--- src/rtl/tmr_cvt_pkg.sv ---
package tmr_cvt_pkg;

   // rounding selection as seen on the round_mode port
   typedef enum logic [1:0] {
      RND_NEAREST     = 2'd0,
      RND_DOWN        = 2'd1,
      RND_UP          = 2'd2,
      RND_NEAREST_ALT = 2'd3
   } rnd_mode_e;

   // sequencer states of the converter
   typedef enum logic [1:0] {
      ST_IDLE  = 2'd0,
      ST_SETUP = 2'd1,
      ST_WAIT  = 2'd2
   } cvt_state_e;

endpackage

--- src/rtl/tmr_step_prep.sv ---
// Forms the base and the rounding-adjusted numerator for one prescale step.
module tmr_step_prep #(
   parameter int PER_W   = 32,
   parameter int TICK_W  = 8,
   parameter int PRE_W   = 4,
   parameter bit UP_CEIL = 1'b1
) (
   input  logic [PER_W-1:0]        period,
   input  logic [TICK_W-1:0]       tick,
   input  logic [PRE_W-1:0]        pre,
   input  logic [1:0]              mode,
   output logic [TICK_W+PRE_W-1:0] base,
   output logic [PER_W:0]          num
);
   import tmr_cvt_pkg::*;

   localparam int DEN_W = TICK_W + PRE_W;
   localparam int NUM_W = PER_W + 1;

   logic [PRE_W:0] pre_plus;
   logic [DEN_W-1:0] half_base;
   logic [DEN_W-1:0] up_adj;
   logic [DEN_W-1:0] adj;

   assign pre_plus  = {1'b0, pre} + 1'b1;
   // tick * (pre + 1) always fits DEN_W bits
   assign base      = DEN_W'(tick) * DEN_W'(pre_plus);
   assign half_base = base >> 1;

   generate
      if (UP_CEIL) begin : g_up_ceil
         assign up_adj = (base == '0) ? '0 : base - 1'b1;
      end else begin : g_up_floor
         assign up_adj = '0;
      end
   endgenerate

   always_comb begin
      case (rnd_mode_e'(mode))
         RND_DOWN: adj = '0;
         RND_UP:   adj = up_adj;
         default:  adj = half_base;
      endcase
   end

   assign num = {1'b0, period} + NUM_W'(adj);

endmodule

--- src/rtl/tmr_serial_div.sv ---
// Restoring divider, one quotient bit per clock.
module tmr_serial_div #(
   parameter int NUM_W = 33,
   parameter int DEN_W = 12
) (
   input  logic             clk,
   input  logic             rst_n,
   input  logic             start,
   input  logic [NUM_W-1:0] num,
   input  logic [DEN_W-1:0] den,
   output logic [NUM_W-1:0] quo,
   output logic             vld
);
   localparam int CNT_W = $clog2(NUM_W + 1);

   logic [DEN_W-1:0] rem_q;
   logic [DEN_W-1:0] den_q;
   logic [NUM_W-1:0] quo_q;
   logic [CNT_W-1:0] cnt_q;
   logic             busy_q;
   logic             vld_q;

   logic [DEN_W:0]   shifted;
   logic             ge;
   logic [DEN_W-1:0] rem_next;

   assign shifted  = {rem_q, quo_q[NUM_W-1]};
   assign ge       = shifted >= {1'b0, den_q};
   assign rem_next = ge ? DEN_W'(shifted - {1'b0, den_q}) : shifted[DEN_W-1:0];

   always_ff @(posedge clk or negedge rst_n) begin
      if (!rst_n) begin
         rem_q  <= '0;
         den_q  <= '0;
         quo_q  <= '0;
         cnt_q  <= '0;
         busy_q <= 1'b0;
         vld_q  <= 1'b0;
      end else begin
         vld_q <= 1'b0;
         if (start && !busy_q) begin
            rem_q  <= '0;
            den_q  <= den;
            quo_q  <= num;
            cnt_q  <= CNT_W'(NUM_W);
            busy_q <= 1'b1;
         end else if (busy_q) begin
            rem_q <= rem_next;
            quo_q <= {quo_q[NUM_W-2:0], ge};
            cnt_q <= cnt_q - 1'b1;
            if (cnt_q == CNT_W'(1)) begin
               busy_q <= 1'b0;
               vld_q  <= 1'b1;
            end
         end
      end
   end

   assign quo = quo_q;
   assign vld = vld_q;

   AST_REM_BELOW_DIVISOR: assert property (@(posedge clk) disable iff (!rst_n)
      (busy_q && den_q != '0) |-> (rem_q < den_q)) else $error("remainder not below divisor");
   AST_VLD_SINGLE: assert property (@(posedge clk) disable iff (!rst_n)
      vld_q |=> !vld_q) else $error("divider valid longer than one cycle");
   AST_START_WHEN_IDLE: assert property (@(posedge clk) disable iff (!rst_n)
      start |-> !busy_q) else $error("divider restarted while busy");

endmodule

--- src/rtl/tmr_period_cvt.sv ---
// Period to prescale/divider converter: sequential search over the prescale.
module tmr_period_cvt #(
   parameter int PER_W   = 32,
   parameter int TICK_W  = 8,
   parameter int PRE_W   = 4,
   parameter int DIV_W   = 16,
   parameter bit UP_CEIL = 1'b1
) (
   input  logic                                clk,
   input  logic                                rst_n,
   input  logic                                start,
   input  logic [PER_W-1:0]                    period_ns,
   input  logic [TICK_W-1:0]                   tick_ns,
   input  logic [1:0]                          round_mode,
   output logic [PRE_W+DIV_W-1:0]              timer_word,
   output logic [DIV_W+TICK_W+(2**PRE_W)-2:0]  achieved_ns,
   output logic                                done
);
   import tmr_cvt_pkg::*;

   localparam int NUM_W     = PER_W + 1;
   localparam int DEN_W     = TICK_W + PRE_W;
   localparam int SAT_SHIFT = (2**PRE_W) - 1;
   localparam int ACH_W     = DIV_W + TICK_W + SAT_SHIFT;
   localparam int WORD_W    = PRE_W + DIV_W;

   initial begin
      assert (PER_W >= DIV_W) else $error("period narrower than divider");
      assert (TICK_W >= 1)    else $error("tick width must be positive");
      assert (PRE_W >= 1 && PRE_W <= 5) else $error("prescale width out of range");
      assert (DIV_W >= 2)     else $error("divider too narrow");
   end

   cvt_state_e        state_q;
   logic [PER_W-1:0]  period_q;
   logic [TICK_W-1:0] tick_q;
   logic [1:0]        mode_q;
   logic [PRE_W-1:0]  pre_q;
   logic [WORD_W-1:0] word_q;
   logic [ACH_W-1:0]  ach_q;
   logic              done_q;

   logic [DEN_W-1:0]  base;
   logic [NUM_W-1:0]  num;
   logic [NUM_W-1:0]  quo;
   logic              quo_vld;
   logic              div_start;
   logic              fits;
   logic              last_pre;
   logic [ACH_W-1:0]  ach_fit;
   logic [ACH_W-1:0]  ach_sat;

   tmr_step_prep #(
      .PER_W  (PER_W),
      .TICK_W (TICK_W),
      .PRE_W  (PRE_W),
      .UP_CEIL(UP_CEIL)
   ) u_prep (
      .period(period_q),
      .tick  (tick_q),
      .pre   (pre_q),
      .mode  (mode_q),
      .base  (base),
      .num   (num)
   );

   assign div_start = (state_q == ST_SETUP);

   tmr_serial_div #(
      .NUM_W(NUM_W),
      .DEN_W(DEN_W)
   ) u_div (
      .clk  (clk),
      .rst_n(rst_n),
      .start(div_start),
      .num  (num),
      .den  (base),
      .quo  (quo),
      .vld  (quo_vld)
   );

   assign fits     = (quo[NUM_W-1:DIV_W] == '0);
   assign last_pre = (pre_q == {PRE_W{1'b1}});
   assign ach_fit  = ACH_W'(quo[DIV_W-1:0]) * ACH_W'(base);
   assign ach_sat  = (ACH_W'({DIV_W{1'b1}}) * ACH_W'(tick_q)) << SAT_SHIFT;

   always_ff @(posedge clk or negedge rst_n) begin
      if (!rst_n) begin
         state_q  <= ST_IDLE;
         period_q <= '0;
         tick_q   <= '0;
         mode_q   <= '0;
         pre_q    <= '0;
         word_q   <= '0;
         ach_q    <= '0;
         done_q   <= 1'b0;
      end else begin
         done_q <= 1'b0;
         case (state_q)
            ST_IDLE: begin
               if (start) begin
                  period_q <= period_ns;
                  tick_q   <= tick_ns;
                  mode_q   <= round_mode;
                  pre_q    <= '0;
                  state_q  <= ST_SETUP;
               end
            end
            ST_SETUP: begin
               state_q <= ST_WAIT;
            end
            ST_WAIT: begin
               if (quo_vld) begin
                  if (fits) begin
                     word_q  <= {pre_q, quo[DIV_W-1:0]};
                     ach_q   <= ach_fit;
                     done_q  <= 1'b1;
                     state_q <= ST_IDLE;
                  end else if (last_pre) begin
                     word_q  <= {{PRE_W{1'b1}}, {DIV_W{1'b1}}};
                     ach_q   <= ach_sat;
                     done_q  <= 1'b1;
                     state_q <= ST_IDLE;
                  end else begin
                     pre_q   <= pre_q + 1'b1;
                     state_q <= ST_SETUP;
                  end
               end
            end
            default: state_q <= ST_IDLE;
         endcase
      end
   end

   assign timer_word  = word_q;
   assign achieved_ns = ach_q;
   assign done        = done_q;

   AST_DONE_ONE_CYCLE: assert property (@(posedge clk) disable iff (!rst_n)
      done_q |=> !done_q) else $error("done held too long");
   AST_BUSY_START_IGNORED: assert property (@(posedge clk) disable iff (!rst_n)
      (state_q != ST_IDLE && start) |=> ($stable(period_q) && $stable(tick_q) && $stable(mode_q)))
      else $error("request captured while busy");
   AST_PRE_STEP_UP: assert property (@(posedge clk) disable iff (!rst_n)
      (state_q == ST_SETUP && $past(state_q) == ST_WAIT) |-> (pre_q == $past(pre_q) + 1'b1))
      else $error("prescale did not advance by one");
   AST_OUT_HOLD: assert property (@(posedge clk) disable iff (!rst_n)
      (!$stable(timer_word) || !$stable(achieved_ns)) |-> done_q)
      else $error("outputs changed without done");

endmodule

--- config.mk ---
export PLATFORM = sky130hd
export DESIGN_NAME = tmr_period_cvt
export DESIGN_NICKNAME = d
export VERILOG_FILES = /design/src/rtl/tmr_cvt_pkg.sv /design/src/rtl/tmr_step_prep.sv /design/src/rtl/tmr_serial_div.sv /design/src/rtl/tmr_period_cvt.sv
export SDC_FILE = /design/constraint.sdc
export NUM_CORES = 1
export LEC_CHECK = 0
export ABC_AREA = 1
export BUFFER_PORTS_ARGS = -buffer_cell sky130_fd_sc_hd__buf_2
export CAP_MARGIN = 10
export CORE_MARGIN = 1.5
export CORE_UTILIZATION = 52
export CTS_CLUSTER_DIAMETER = 100
export CTS_CLUSTER_SIZE = 10
export DETAILED_ROUTE_END_ITERATION = 8
export PLACE_DENSITY = 0.7
export REMOVE_ABC_BUFFERS = 1
export SLEW_MARGIN = 20
export SYNTH_ARGS = -nofsm -noshare
export SYNTH_HDL_FRONTEND = slang
export SYNTH_SLANG_ARGS = --single-unit
--- constraint.sdc ---
create_clock -name clk -period 12.3 [get_ports clk]
set_clock_uncertainty 0.15 [all_clocks]
set_input_delay 0 -clock clk [delete_from_list [all_inputs] [get_ports clk]]
set_output_delay 0 -clock clk [all_outputs]
set_load 0.01 [all_outputs]
==> results by group, run 1 <==
Detailed routing
  • Number of remaining DRC errors: 0
  • 1st-pass router iterations: 7
  • Post-detailed-route via-to-cell ratio: ~5.5
  • Met2 Routed Length: 24200 um
  • Drt wl/cell: between 15 and 20 um
  • Total Wirelength: around 52000 um
  • Iter 0 DRT Violations: approximately 1400
  • Highest metal used: met4
  • Routed vias: approximately 17000
  • Routed wl met3: a little over 3000 um
  • Post-route met1 wirelength: about 23000 um
  • Final antenna-violating net count: 0

Finish
  • Layout net count: 3011
  • Diode insertion count for antenna repair: 0
  • Area growth, synth to finish: 10.6%
  • Share of post-route cells with drive strength above 1: 6.75%

STA
  • Fmax: approximately 0.11 GHz
  • Slew at the pin closest to its max-slew limit: approximately 1.0 ns
  • Count of pins over their slew limit: 0
  • Final critical path time including I/O delays and setup: between 9 and 10 ns
  • Setup total negative slack: 0 ns
  • Total count of hold-check failures in the final report: 0
  • Final setup viols: 0
  • Final worst-path cycle share: 76.7%
  • Setup repair after global routing missed its margin: false
  • Headroom to the max-slew limit: about 33%

Synth
  • Number of standard cells after synthesis: between 2000 and 3000
  • Share of Yosys cell area claimed by the top area cell type: 23.1%
  • Netlist cell types: 45
  • Largest cells by area after synthesis: dfrtp_1 23%, fa_1 20%, nand2_1 13%, ha_1 10%, inv_1 9.3%
  • Share of synthesized area occupied by flip-flops and latches: between 20% and 30%
  • Number of enable-type register cells in the synthesized netlist: 0
  • Async SR Flop Fraction: 100%
  • Main flop type after synthesis: dfrtp_1
  • Post-Synthesis Mean Instance Area: approximately 7.4 um2
  • Library cell with the largest summed area after synthesis: dfrtp_1
  • Register bit count reported by yosys: roughly 170
  • Mapped Area: between 15000 and 20000 um2
  • Total of warnings raised by yosys: 0

CTS
  • CTS tree: built
  • Sink count of the clock tree: around 170
  • Clk root buf: clkbuf_16
  • Later-pin clock latency in the skew report: between 0.4 and 0.5 ns
  • Total CTS buffers: 17
  • Post-cts resize count: 0
  • Maximum root-to-sink buffer count: 2
  • Clock-pin slew of the registers on the worst-case setup and hold paths: 0.08 ns
  • Post-CTS Setup Inserts: 0
  • Total number of H-tree levels: 4
  • Number of hold-repair buffers added at the cts stage: 45

Floorplanning
  • I/O pin cnt: between 100 and 150
  • Starting utilization of the core area: 52.7%
  • Height of the die: 193 um
  • Core outline area: between 30000 and 40000 um2
  • Count of standard-cell rows: 69
  • Width of the die: slightly below 200 um
  • Die Footprint: between 30000 and 40000 um2

Min path
  • Number of stages on the worst hold path: 4
  • Worst hold path type: in -> reg
  • Critical hold path startpoint: period_ns[9]

Setup path
  • Library cell appearing most often on the critical path: inv_1
  • Data arrival time of the critical path: between 9 and 10 ns
  • Worst Setup Start Kind: register
  • R2r startpoint: pre_q[0]
  • Slowest cell on crit path: fa_1
  • Required arrival time at the worst endpoint: ~12 ns
  • Maximum fanout encountered on the critical timing path: 15
  • Family with the most delay on the worst path: adder cells
  • Endpoint kind of the worst setup timing path: register
  • Number of buffer and inverter instances along the worst setup path: 9
  • Number of cell instances on the worst register-to-register path: 34
  • Worst setup startpoint: pre_q[0]
  • Register-to-Register Setup Slack: about 2.9 ns
  • Crit path largest cell delay: about 0.57 ns
  • Kind of critical path: reg -> reg
  • Number of logic stages on the critical path including buffering: 34

Placement
  • Number of input and output port buffers inserted: ~100
  • HPWL after detailed placement: slightly above 40000 um
  • GP Congestion: 0.956

GRT
  • Congestion Overflow GR: 0
  • Vias in the first global route: approximately 16000
  • Maximum number of pins on one net before global-route repair: 66
  • Total global routing track utilization: about 30%
  • Global-route wire length before repair: approximately 85000 um
  • Antenna violations before repair: 0

Run status
  • Result of the run: complete, no violations

Job
  • Maximum capacitance violations: 0
## state kept, by name, summed over array words and instances (netlist names)
signal,flops
achieved_ns,39
tick_q,8
u_div.cnt_q,6
u_div.den_q,12
u_div.busy_q,1
state_q,2
done,1
u_div.quo,33
u_div.rem_q,12
u_div.vld,1
period_q,32
pre_q,4
mode_q,2
timer_word,20
## final cells by class
type	instances	area, um2
clock buffer	17	425
clock inverter	15	189
fill	3297	14800
inverter	473	1780
multi-input combinational	1796	12300
sequential	173	4330
tap	461	577
timing repair buffer	163	1100
## placed cells by master, fill, tap and decap left out, types with 5 or more instances in the layout
cell type and count:
clkinv_1 8, buf_4 14, nor2_2 5, inv_8 7, a22o_1 5, dlygate4sd3_1 44, buf_2 103, o211ai_1 10
xor2_1 18, o22ai_1 7, nand2_1 672, dfrtp_1 173, a21o_1 9, fa_1 188, o221ai_1 8, o21ai_1 16
or2_2 7, o21ai_0 143, nor4_1 7, clkbuf_16 17, nor3_1 19, a21oi_1 111, nand4_1 31, nand3_1 121
nor2_1 203, inv_1 461, nand3b_1 13, ha_1 154, xnor2_1 19
## cells by family (layout without fill, tap and decap cells)
kind of cell	Yosys count	in the layout	synth area share (%)
flip-flops	173	173	23.1
buffers and inverters	544	668	11.1
AND/OR/NAND/NOR	1089	1089	23.9
adder cells (fa/ha/maj)	342	342	30.4
XOR/XNOR	38	38	1.82
AO/OA/AOI/OAI	327	327	9.59
## cells in the mapped netlist, types with 7 or more instances
master	count
nand2_1	672
inv_1	462
nor2_1	205
fa_1	188
dfrtp_1	173
ha_1	154
o21ai_0	143
nand3_1	121
a21oi_1	111
clkbuf_1	43
nand4_1	31
nor3_1	19
xnor2_1	19
xor2_1	18
buf_2	16
o21ai_1	16
nand3b_1	13
o211ai_1	10
a21o_1	9
clkinv_1	8
o221ai_1	8
buf_1	7
nor4_1	7
o22ai_1	7
or2_2	7
## per-layer routing
metal,vias up,GRT usage [%]
li1,8030,-
met1,8245,41.2
met2,566,46.9
met3,83,3.91
met4,0,9.72
met5,-,0
## through the flow
stage	cells	cell area, um2	setup WS (ns)	hold slack [ns]	util (%)
global route	3098	20700	2.23	0.104	58.3
global placement	3021	19600	3.11	-0.176	55.3
floorplan	2442	18400	3.93	-0.446	-
CTS	3098	20700	2.92	0.0859	58.3
finish	3098	20700	2.87	0.104	58.3
detailed placement	3021	19600	2.95	-0.169	55.3
## tightest hold or removal path: stages
cell and delay (ns):
dlygate4sd3_1 0.51, buf_2 0.09, nand2_1 0.04, nand2_1 0.04
## path summary, 6_finish.rpt
check,endpoint
setup reg to reg,achieved_ns[18]
max in group asynchronous,u_div.quo[7]
min in group asynchronous,achieved_ns[36]
setup / recovery,achieved_ns[18]
hold / removal,period_q[9]
hold reg to reg,achieved_ns[14]
Power of run 1 is left out: the tool's default activity adds up to more than one toggle a clock period on the data nets, which glitch-free logic cannot reach.
==> run 2, diff against run 1 <==
--- a/config.mk
+++ b/config.mk
@@ -5,7 +5,7 @@
 export SDC_FILE = /design/constraint.sdc
 export NUM_CORES = 1
 export LEC_CHECK = 0
-export ABC_AREA = 1
+export ABC_AREA = 0
 export BUFFER_PORTS_ARGS = -buffer_cell sky130_fd_sc_hd__buf_2
 export CAP_MARGIN = 10
 export CORE_MARGIN = 1.5
==> constraint.sdc (replaced) <==
create_clock -name clk -period 9.55 [get_ports clk]
set_clock_uncertainty 0.15 [all_clocks]
set_input_delay 0 -clock clk [delete_from_list [all_inputs] [get_ports clk]]
set_output_delay 0 -clock clk [all_outputs]
set_load 0.01 [all_outputs]
==> run 2 against run 1 <==
Effect of this change: flip-flop and latch count did not move; via count fell by 15%; non-clock buffer count rose by 19; global-route usage fell by 3.5 points; hold slack got worse by 0.062 ns; sequential share of layout area rose by 0.44 points; cell count fell by 18%; synthesized cell count fell by 21%; critical path depth fell by 2; final area fell by 2.0%; die area fell by 3.3%.
==> results by group, run 2 <==
Run status
  • Result of the run: complete, no violations

Placement
  • Post-Place Worst Slack: -0.234 ns
  • HPWL after detailed placement: approximately 33000 um
  • GP Congestion: approximately 0.87
  • Number of input and output port buffers inserted: 104

Floorplanning
  • Height of the die: approximately 190 um
  • Starting utilization of the core area: about 53%
  • Core outline area: ~34000 um2
  • Width of the die: 189 um
  • Count of standard-cell rows: 68
  • I/O pin cnt: ~110
  • Die Footprint: about 36000 um2

STA
  • Final worst-path cycle share: between 90% and 100%
  • Slew at the pin closest to its max-slew limit: 1.06 ns
  • Headroom to the max-slew limit: ~29%
  • Final setup viols: 0
  • Final critical path time including I/O delays and setup: 9.15 ns
  • Count of pins over their slew limit: 0
  • Total count of hold-check failures in the final report: 0
  • Setup total negative slack: 0 ns
  • Setup ws final: a little over 0.4 ns
  • Setup repair after global routing missed its margin: true
  • Tightest hold margin: 0.0426 ns
  • Fmax: 0.109 GHz

Synth
  • Main flop type after synthesis: dfrtp_1
  • Library cell with the largest summed area after synthesis: dfrtp_1
  • Post-Synthesis Mean Instance Area: 9.15 um2
  • Share of Yosys cell area claimed by the top area cell type: 23.9%
  • Number of standard cells after synthesis: 1977
  • Most common cell in the synthesized netlist: inv_1
  • Share of synthesized area occupied by flip-flops and latches: 23.9%
  • Total of warnings raised by yosys: 0
  • Async SR Flop Fraction: 100%
  • Most instantiated cells after synthesis: 296 x inv_1, 279 x nand2_1, 188 x fa_1, 173 x dfrtp_1, 154 x ha_1
  • Largest cells by area after synthesis: dfrtp_1 24%, fa_1 21%, ha_1 11%, inv_1 6.1%, nand2_1 5.8%
  • Number of enable-type register cells in the synthesized netlist: 0
  • Register bit count reported by yosys: ~170
  • Netlist cell types: between 80 and 90
  • Mapped Area: 18100 um2

GRT
  • Maximum number of pins on one net before global-route repair: a little under 100
  • Global-route wire length before repair: 73700 um
  • Vias in the first global route: between 10000 and 15000
  • Total global routing track utilization: 25.9%
  • Congestion Overflow GR: 0
  • Antenna violations before repair: 0

Detailed routing
  • Number of remaining DRC errors: 0
  • Drt wl/cell: ~18 um
  • Final antenna-violating net count: 0
  • Total Wirelength: approximately 45000 um
  • Routed vias: 14392
  • Iter 0 DRT Violations: 1032
  • Post-detailed-route via-to-cell ratio: 5.64
  • 1st-pass router iterations: 5

Finish
  • Sequential cell area: between 4000 and 5000 um2
  • Layout Utilization: approximately 60%
  • Share of post-route cells with drive strength above 1: roughly an eighth
  • Commonest cells after routing, fill and taps aside: 296 x inv_1, 279 x nand2_1, 188 x fa_1
  • Filler cells: between 3000 and 4000
  • Diode insertion count for antenna repair: 0
  • Area growth, synth to finish: 12.2%
  • Layout net count: about 2500
  • Most common cell after layout, fill and taps aside: inv_1
  • Max FFs per register: 39
  • Combined area of the multi-input logic cells: approximately 12000 um2

Setup path
  • Required arrival time at the worst endpoint: around 10 ns
  • Worst Setup Start Kind: register
  • Kind of critical path: reg -> reg
  • Endpoint kind of the worst setup timing path: register
  • Maximum fanout encountered on the critical timing path: 10
  • Slowest cell on crit path: fa_1
  • Worst setup startpoint: pre_q[0]
  • Crit path largest cell delay: between 0.5 and 0.6 ns
  • Data arrival time of the critical path: ~9.4 ns
  • R2r startpoint: pre_q[0]
  • Library cell appearing most often on the critical path: fa_1

CTS
  • Sink count of the clock tree: 173
  • Total number of H-tree levels: 4
  • Clock-pin slew of the registers on the worst-case setup and hold paths: ~0.08 ns
  • CTS tree: built
  • Total CTS buffers: 17
  • Maximum root-to-sink buffer count: 2
  • Later-pin clock latency in the skew report: around 0.46 ns
  • Clk root buf: clkbuf_16

Min path
  • Worst hold path type: in -> async

Power
  • Power density over the cells: approximately 300 nW/um2
  • Lkg Pwr: between 10 and 15 nW
  • Worst IR Drop VDD: 0.488 mV

Job
  • Maximum capacitance violations: 0
[run 2: cell types whose count changed in the layout (fill, tap and decap cells not counted), sizes merged, moves of 30 or more]
cell | previous run | this run
inv | 473 | 304
nand2 | 676 | 281
nand3 | 124 | 35
and2 | 2 | 71
mux2 | 0 | 48
o21ai | 160 | 91
nor2 | 209 | 68
a21oi | 112 | 82
[run 2: critical path: cells and delay by family, from the launching register on]
family / cells / cell delay, ns
buffers and inverters: 5 / 0.40
flip-flops: 1 / 0.42
XOR/XNOR: 1 / 0.26
AO/OA/AOI/OAI: 6 / 1.15
AND/OR/NAND/NOR: 9 / 1.43
adder cells (fa/ha/maj): 11 / 5.26
[run 2: path summary, 6_finish.rpt]
| kind | slack [ns] | endpoint | depth (start not counted) |
|---|---|---|---|
| max | 0.40 | achieved_ns[26] | 32 |
| min in group clk | 0.12 | mode_q[0] | 4 |
| min reg2reg | 0.33 | achieved_ns[29] | 2 |
| min | 0.04 | period_q[1] | 2 |
| max in group asynchronous | 7.90 | pre_q[2] | 3 |
| max reg2reg | 0.40 | achieved_ns[26] | 32 |
[run 2: logic make-up (layout without fill, tap and decap cells)]
logic type	after synthesis	in the layout	share of synthesized area, %
buffers and inverters	391	511	8.43
xor gates and xnor gates	87	87	4.25
AOI/OAI and AO/OA	333	334	12.6
adders and majority gates	342	342	31.5
DFF	173	173	23.9
and+or+nand+nor	593	593	15.8
muxes	58	58	3.54
[run 2: repair_timing]
action,in CTS,in global routing
gates cloned,0,2
buffers inserted,0,4
setup endpoints to repair,8,13
pin swaps,0,1
hold buffers,44,0
gates resized for setup,1,26
endpoints found under the hold margin,144,0
[run 2: per-stage QoR]
step / total power [mW] / area (um2) / instances
after floorplan: 4.24 / 17700 / 1883
after global placement: 5.15 / 19000 / 2471
after detailed placement: 5.26 / 19000 / 2471
after CTS: 6.05 / 20100 / 2547
after global routing: 6.74 / 20300 / 2553
final: 6.10 / 20300 / 2553
[run 2: cell type report]
type                       instances  area share (%)
multi-input combinational       1414            61.2
sequential                       173            21.4
timing repair buffer             182            6.07
inverter                         297            5.49
tap                              455            2.81
clock buffer                      17            2.10
clock inverter                    15           0.962
[run 2: power by group]
part           internal (mW)  switching (mW)
clock                  0.378           0.362
combinational           1.80            2.61
sequential             0.798           0.154
total                   2.98            3.12
[run 2: layer usage]
metal,share of wire [%],track usage (%)
met1,43,33.4
met2,49,43.6
met3,4.8,4.21
met4,3.2,10.2
met5,0,0
Note: power is estimated with default switching activity, not from simulation.
